$ cat config.mk
export PLATFORM = sky130hd
export DESIGN_NAME = tagged_mem_ctl
export DESIGN_NICKNAME = d
export VERILOG_FILES = /design/src/rtl/tmc_pkg.sv /design/src/rtl/mc_cycle_ctr.sv /design/src/rtl/mc_valid_map.sv /design/src/rtl/mc_cell_store.sv /design/src/rtl/tagged_mem_ctl.sv
export SDC_FILE = /design/constraint.sdc
export NUM_CORES = 1
export LEC_CHECK = 0
export ABC_AREA = 0
export CAP_MARGIN = 10
export CORE_ASPECT_RATIO = 0.6
export CORE_UTILIZATION = 44
export CTS_BUF_LIST = sky130_fd_sc_hd__clkbuf_16
export CTS_CLUSTER_SIZE = 10
export DETAILED_ROUTE_END_ITERATION = 6
export GPL_TIMING_DRIVEN = 0
export HOLD_SLACK_MARGIN = 0.05
export PLACE_DENSITY_LB_ADDON = 0.15
export SYNTH_ARGS = -nofsm -noshare
export SYNTH_HDL_FRONTEND = slang
export SYNTH_SLANG_ARGS = --single-unit
export TNS_END_PERCENT = 20
$ cat constraint.sdc
create_clock -name clk -period 4.1 [get_ports clk]
set_input_delay 0.82 -clock clk [delete_from_list [all_inputs] [get_ports clk]]
set_output_delay 0.82 -clock clk [all_outputs]
set_load 0.005 [all_outputs]
$ cat src/rtl/tmc_pkg.sv
package tmc_pkg;
  localparam int TAG_W = 3;
  localparam logic [TAG_W-1:0] TAG_NONE = 3'd0;

  // A conflict needs a defined cell tag that disagrees with the instruction.
  function automatic logic tag_clash(input logic [TAG_W-1:0] cell_tag,
                                     input logic [TAG_W-1:0] instr_tag);
    return (cell_tag != TAG_NONE) && (cell_tag != instr_tag);
  endfunction
endpackage

$ cat src/rtl/mc_cycle_ctr.sv
module mc_cycle_ctr #(
  parameter int W = 16
) (
  input  logic         clk,
  input  logic         rst_n,
  output logic [W-1:0] count
);
  always_ff @(posedge clk or negedge rst_n) begin
    if (!rst_n) count <= '0;
    else        count <= count + W'(1);
  end
endmodule

$ cat src/rtl/mc_valid_map.sv
module mc_valid_map #(
  parameter int NUM_CALLS = 4,
  parameter int ADDR_W    = 4,
  parameter int CALL_W    = 2,
  localparam int DEPTH    = 1 << ADDR_W
) (
  input  logic              clk,
  input  logic              rst_n,
  input  logic              clr,
  input  logic [CALL_W-1:0] clr_call,
  input  logic              set,
  input  logic [CALL_W-1:0] acc_call,
  input  logic [ADDR_W-1:0] acc_addr,
  output logic              hit_q
);
  logic [NUM_CALLS-1:0][DEPTH-1:0] present;

  // Clear first, then set: a store in the clearing cycle survives.
  always_ff @(posedge clk or negedge rst_n) begin
    if (!rst_n) begin
      present <= '0;
      hit_q   <= 1'b0;
    end else begin
      hit_q <= present[acc_call][acc_addr];
      if (clr) present[clr_call] <= '0;
      if (set) present[acc_call][acc_addr] <= 1'b1;
    end
  end
endmodule

$ cat src/rtl/mc_cell_store.sv
module mc_cell_store #(
  parameter int IDX_W  = 6,
  parameter int DATA_W = 16,
  parameter int TAG_W  = 3,
  localparam int CELLS = 1 << IDX_W
) (
  input  logic              clk,
  input  logic              rst_n,
  input  logic              we,
  input  logic [IDX_W-1:0]  idx,
  input  logic [DATA_W-1:0] wdata,
  input  logic [TAG_W-1:0]  wtag,
  output logic [DATA_W-1:0] rdata_q,
  output logic [TAG_W-1:0]  rtag_q
);
  logic [DATA_W-1:0] data_mem [CELLS];
  logic [TAG_W-1:0]  tag_mem  [CELLS];

  always_ff @(posedge clk) begin
    if (we) begin
      data_mem[idx] <= wdata;
      tag_mem[idx]  <= wtag;
    end
  end

  // The read register samples the pre-write contents of the addressed cell.
  always_ff @(posedge clk or negedge rst_n) begin
    if (!rst_n) begin
      rdata_q <= '0;
      rtag_q  <= '0;
    end else begin
      rdata_q <= data_mem[idx];
      rtag_q  <= tag_mem[idx];
    end
  end
endmodule

$ cat src/rtl/tagged_mem_ctl.sv
module tagged_mem_ctl
  import tmc_pkg::*;
#(
  parameter int NUM_CALLS = 4,
  parameter int ADDR_W    = 4,
  parameter int DATA_W    = 16,
  parameter int CYC_W     = 16,
  parameter int CALL_W    = (NUM_CALLS > 1) ? $clog2(NUM_CALLS) : 1
) (
  input  logic              clk,
  input  logic              rst_n,
  input  logic              req_valid,
  input  logic              req_write,
  input  logic [CALL_W-1:0] req_call,
  input  logic [ADDR_W-1:0] req_addr,
  input  logic [DATA_W-1:0] req_wdata,
  input  logic [2:0]        req_tag,
  input  logic              call_start,
  input  logic [CALL_W-1:0] call_start_ptr,
  output logic              rsp_valid,
  output logic [DATA_W-1:0] rsp_rdata,
  output logic [2:0]        rsp_tag,
  output logic              rsp_tag_err,
  output logic [CYC_W-1:0]  rsp_cyc
);
  localparam int IDX_W = CALL_W + ADDR_W;

  // Named internal events
  logic              wr_fire;
  logic              clr_fire;
  logic              cell_hit;
  logic [IDX_W-1:0]  cell_idx;
  logic [CYC_W-1:0]  cyc_cnt;
  logic [DATA_W-1:0] raw_data;
  logic [TAG_W-1:0]  raw_tag;
  logic [TAG_W-1:0]  instr_tag_q;

  assign wr_fire  = req_valid && req_write;
  assign clr_fire = call_start;
  assign cell_idx = {req_call, req_addr};

  mc_cycle_ctr #(.W(CYC_W)) u_ctr (
    .clk(clk), .rst_n(rst_n), .count(cyc_cnt)
  );

  mc_valid_map #(.NUM_CALLS(NUM_CALLS), .ADDR_W(ADDR_W), .CALL_W(CALL_W)) u_map (
    .clk(clk), .rst_n(rst_n),
    .clr(clr_fire), .clr_call(call_start_ptr),
    .set(wr_fire), .acc_call(req_call), .acc_addr(req_addr),
    .hit_q(cell_hit)
  );

  mc_cell_store #(.IDX_W(IDX_W), .DATA_W(DATA_W), .TAG_W(TAG_W)) u_store (
    .clk(clk), .rst_n(rst_n), .we(wr_fire), .idx(cell_idx),
    .wdata(req_wdata), .wtag(req_tag),
    .rdata_q(raw_data), .rtag_q(raw_tag)
  );

  always_ff @(posedge clk or negedge rst_n) begin
    if (!rst_n) begin
      rsp_valid   <= 1'b0;
      instr_tag_q <= TAG_NONE;
      rsp_cyc     <= '0;
    end else begin
      rsp_valid   <= req_valid;
      instr_tag_q <= req_tag;
      rsp_cyc     <= cyc_cnt;
    end
  end

  // A cell absent from the presence map reads as fresh.
  assign rsp_rdata   = cell_hit ? raw_data : '0;
  assign rsp_tag     = cell_hit ? raw_tag  : TAG_NONE;
  assign rsp_tag_err = rsp_valid && tag_clash(rsp_tag, instr_tag_q);
endmodule

# After elaboration in Yosys (flattened, before gate mapping)
# Memories as Yosys holds them, arrays and structs flattened. A register that Yosys moved wholly into a read port is not among the register bits.
# Index checks and enable logic that the tools add are counted.
word_totals:
  reg_bits: 101
  latch_bits: 0
  ramBits: 1216
  romBits: 0
  inputBits: 32
  out_inout_bits: 37
  word_cells: 47
  n_memories: 2
op_classes:
  addsub: 1
  multipliers: 0
  div_mod_pow: 0
  n_lt_le_gt_ge: 6
  eq_ne: 1
  shifts: 0
  mux: 16
  bitwise_logic: 3
  reduce_logical: 9
mem_list:
  columns: ["memory", "words", "word_bits", "read_ports", "rd_ports_with_merged_regs", "write_ports", "line", "rtl"]
  rows:
  - ["u_store.data_mem", 64, 16, 1, 1, 1, "mc_cell_store.sv:16", "logic [DATA_W-1:0] data_mem [CELLS];"]
  - ["u_store.tag_mem", 64, 3, 1, 1, 1, "mc_cell_store.sv:17", "logic [TAG_W-1:0] tag_mem [CELLS];"]
ops:
  columns: ["op", "count"]
  rows:
  - ["64-bit 2-to-1 mux", 2]
  - ["64-bit AND", 1]
  - ["16-bit demux with 2-bit select", 2]
  - ["16-bit 2-to-1 mux", 4]
  - ["64-bit NOT", 1]
  - ["64-bit OR", 1]
  - ["16-bit binary-select mux with 2-bit select", 1]
  - ["16-bit by 1-bit adder with 16-bit output, second input constant", 1]
  - ["1-bit logical AND", 6]
  - ["2-bit by 3-bit less-than comparator with 1-bit output, second input constant", 2]
  - ["4-bit by 5-bit less-than comparator with 1-bit output, second input constant", 1]
  - ["1-bit binary-select mux with 4-bit select", 1]
  - ["1-bit demux with 4-bit select", 1]
  - ["2-bit by 1-bit >= comparator with 1-bit output, second input constant", 2]
  - ["4-bit by 1-bit >= comparator with 1-bit output, second input constant", 1]
  - ["1-bit 2-to-1 mux", 4]
  - ["3-bit 2-to-1 mux", 1]
  - ["3-bit != test", 1]
  - ["3-bit nonzero test", 1]
  - ["1-bit logical NOT", 2]

# Longest topological paths before layout
depth:
  ltp_word: 9
  depth_mapped: 8
  mapped_depth_nobuf: 5

# Cells and area by module
# A second synthesis with hierarchy kept.
hier_totals:
  hier_cells: 2935
  hier_area_um2: 51301.7
by_module_without_submodules:
  columns: ["module", "instances", "cells_per_inst", "area_per_inst_um2", "seq_area_each_um2"]
  rows:
  - ["mc_cell_store", 1, 2596, 46935.0, 36990.5]
  - ["mc_valid_map", 1, 235, 2985.4, 1626.6]
  - ["mc_cycle_ctr", 1, 57, 701.9, 400.4]
  - ["tagged_mem_ctl", 1, 47, 679.4, 500.5]

# Least setup slack after synthesis
# Ideal clock, no wire load.
synth_path:
  kind: "input port to flip-flop"
  from: "input port req_addr[1]"
  to: "memory u_store.data_mem[10][0] (enable)"
  setup_ns: 0.395
  t_arrival_ns: 2.936
  required_time_ns: 3.705
  slack_ns: 0.769
  cell_stages: 7
  n_path_buf: 4
  path_cell_list: "buf_2 buf_2 buf_2 nor2b_1 nand2_1 clkbuf_1 nor2_1"
synth_rtl:
  columns: ["element", "line", "rtl"]
  rows:
  - ["from (decl)", "tagged_mem_ctl.sv:15", "input logic [ADDR_W-1:0] req_addr,"]
  - ["to (decl)", "mc_cell_store.sv:16", null]
# No word-level cell before the write port.

==> results.md <==
- Outcome: finished with violations
- Failing checks: negative setup slack
- # fillers: 8710
- HP Class: register to register
- Multi-input logic area: 10500 um^2
- Pwr Density: 481.8 nW/um^2
- Ys Warns: 0
- Max cap viols: 0
- Avg Cell Area, Syn: 21.83 um^2
- Commonest cells after routing, fill and taps aside: edfxtp_1 (1216), mux4_2 (320), clkbuf_16 (156)
- GRT overflow: 0
- CP Data Arrival Time: 4.80 ns
- Most common cell after layout, fill and taps aside: edfxtp_1
- Clock buffer depth: 3
- Synth Register Bits: 1336
- Type of origin of the critical path: input port
- CTS resizes: 0
- Leakage: 19.18 nW
- Die span in y: 264.3 um
- Share of layout cells above drive strength 1: 25.78%
- Vias per Instance: 6.176
- Final setup margin: -0.05719 ns
- RSZ-0062 raised after global routing: true
- Main area contributors after synthesis: edfxtp_1 (72%), mux4_2 (14%), dfrtp_1 (6.0%), a22oi_1 (2.3%), a21oi_1 (0.75%)
- Worst Setup Path Type: input port to register
- Hold Fails Final Rpt: 0
- Final period util: 101.4%
- # rows: 95
- Final Routed Wirelength: 140.6 mm
- All-Layer GR Usage: 24.55%
- Root Driver: clkbuf_16
- CTS clk-pin slew, worst paths: 0.06 ns
- First-pass GRT wire length: 195.9 mm
- Worst skew pair latency: 0.77 ns
- Critical-path cell list: buf_2, clkbuf_1, buf_1, mux4_2, a22oi_1, a21oi_1, or4_1
- Pre-CTS setup slack: -0.7110 ns
- Setup_tns: -0.06742 ns
- # DRC: 0
- Synth Instances: 2311
- Slowest-stage cell, CP: buf_1
- # clock sinks: 1336
- Via count: 25800
- Crit Path Max Fanout: 10
- Final nets: 2638
- CP endpoint kind: register
- Finish-stage setup viols: 2
- Antenna-violating nets left: 0
- TritonCTS buffer count: 151
- Post-synth EDFFs: 1216
- Syn_nets: 2344
- CTS H-tree lvls: 4
- Register area: 39520 um^2
- Placed standard-cell area: 54520 um^2
- Slew @ Worst Pin: 1.353 ns
- Minimum clock period: 4.157 ns
- Routability Congestion: 1.043
- Vias in the first global route: 25160
- Largest net degree at the start of global routing: 89
- CP Data Required Time: 4.74 ns
- Hold Slack: 0.4051 ns
- Total Power: 28.31 mW
- Max Fclk: 240.5 MHz
- Sequential cell area fraction in the yosys report: 78.35%
- Port bufs: 64
- Final Max Tran Viols: 0
- Starting Density: 44.72%
- Die W: 439.1 um
- Placed Cells incl. Taps: 3954
- I/O Pins: 69
- Final HPWL DP: 94.77 mm
- Top cell type's share of synthesized area: 72.39%
- Distinct cells, synth: 34
- Area leader, netlist: edfxtp_1
- Post-synth ARST share: 8.982%
- Layout Cells excl Fill: 4177
- Area grow syn2layout: 16.47%
- VDD IR max: 0.3192 mV
- Layout Skew: 0.01918 ns
- Synth Flop Type: edfxtp_1
- Crit-path max cell delay: 0.91 ns
- CTS tree: yes
- Slew Limit Headroom: 9.806%
- Wire length per cell: 33.65 um
- TritonRoute pass-1 iters: 5
- Mapped Area: 50440 um^2
- Core area: 112800 um^2
- Final design area excluding fillers: 58750 um^2
- Initial antenna violation count: 7
- Final Core Density: 52.08%
- Die area: 116000 um^2
- Initial DRC Count: 3655
[logic make-up (layout without fill, tap and decap cells)]
family,Yosys count,in the layout,share of synthesized area [%]
AO/OA/AOI/OAI,305,305,4.009
XOR/XNOR,17,17,0.2952
adder cells (fa/ha/maj),1,1,0.02480
buffers and inverters,140,498,1.193
flip-flops,1336,1336,78.35
multiplexers,320,320,14.29
other,0,5,0
AND/OR/NAND/NOR,192,192,1.843
[worst paths after layout]
path                                           from             endpoint  slack [ns]  depth (start not counted)
min in group asynchronous                     rst_n       u_ctr.count[0]        0.56                          2
min reg2reg                         u_ctr.count[15]          rsp_cyc[15]        0.41                          0
max in group asynchronous                     rst_n    u_map.present[57]        2.75                          3
max                                     req_addr[1]   u_store.rdata_q[1]       -0.06                          7
max reg2reg                u_store.data_mem[38][12]  u_store.rdata_q[12]        1.55                          4
min                                 u_ctr.count[15]          rsp_cyc[15]        0.41                          0
[worst max-delay path: cells and delay by family]
kind,cells,cell delay (ns)
AO/OA/AOI/OAI,2,0.87
buffers and inverters,3,2.12
multiplexers,1,0.43
AND/OR/NAND/NOR,1,0.53
[state kept, by name, indices dropped and copies added (netlist names), 3 cells and up]
register	cells
instr_tag_q	3
rsp_cyc	16
u_ctr.count	16
u_map.present	64
u_store.data_mem	1024
u_store.rdata_q	16
u_store.rtag_q	3
u_store.tag_mem	192
[synthesized netlist by cell type (4+ instances only)]
library cell / count
xnor2_1: 14
mux4_2: 320
a21oi_1: 76
nand3b_1: 4
buf_1: 7
or4_1: 19
a22o_1: 8
clkbuf_1: 92
and2_1: 21
edfxtp_1: 1216
dfrtp_1: 120
nand2_1: 48
nor2b_1: 4
o21ai_0: 36
buf_2: 31
nand3_1: 10
buf_4: 4
nor2_1: 69
a22oi_1: 152
a21o_1: 32
[cell type report]
class	instances	area share, %
tap	1503	3.201
multi-input combinational	835	17.87
timing repair buffer	141	3.461
buffer	137	1.005
inverter	3	0.01917
antenna	5	0.02130
sequential	1336	67.27
clock inverter	61	0.5048
clock buffer	156	6.645
[metal layers]
layer	up-vias	wire length, um	track usage [%]	share of wire [%]
met2	1370	58420	32.28	42
met5	-	12	0	0.0085
met1	13990	63970	39.79	46
met3	171	14750	6.318	10
li1	10270	-	-	-
met4	2	3411	7.044	2.4
[power by group]
part | switching, mW | internal [mW]
sequential | 0.0318 | 15.0
combinational | 0.977 | 0.465
clock | 5.12 | 6.74
total | 6.13 | 22.2
[timing repair]
action	in CTS	in global routing
endpoints found under the setup margin	0	6
hold buffers	1	0
hold endpoints to repair	32	0
buffers inserted	0	0
(Power assumes the default switching activity.)
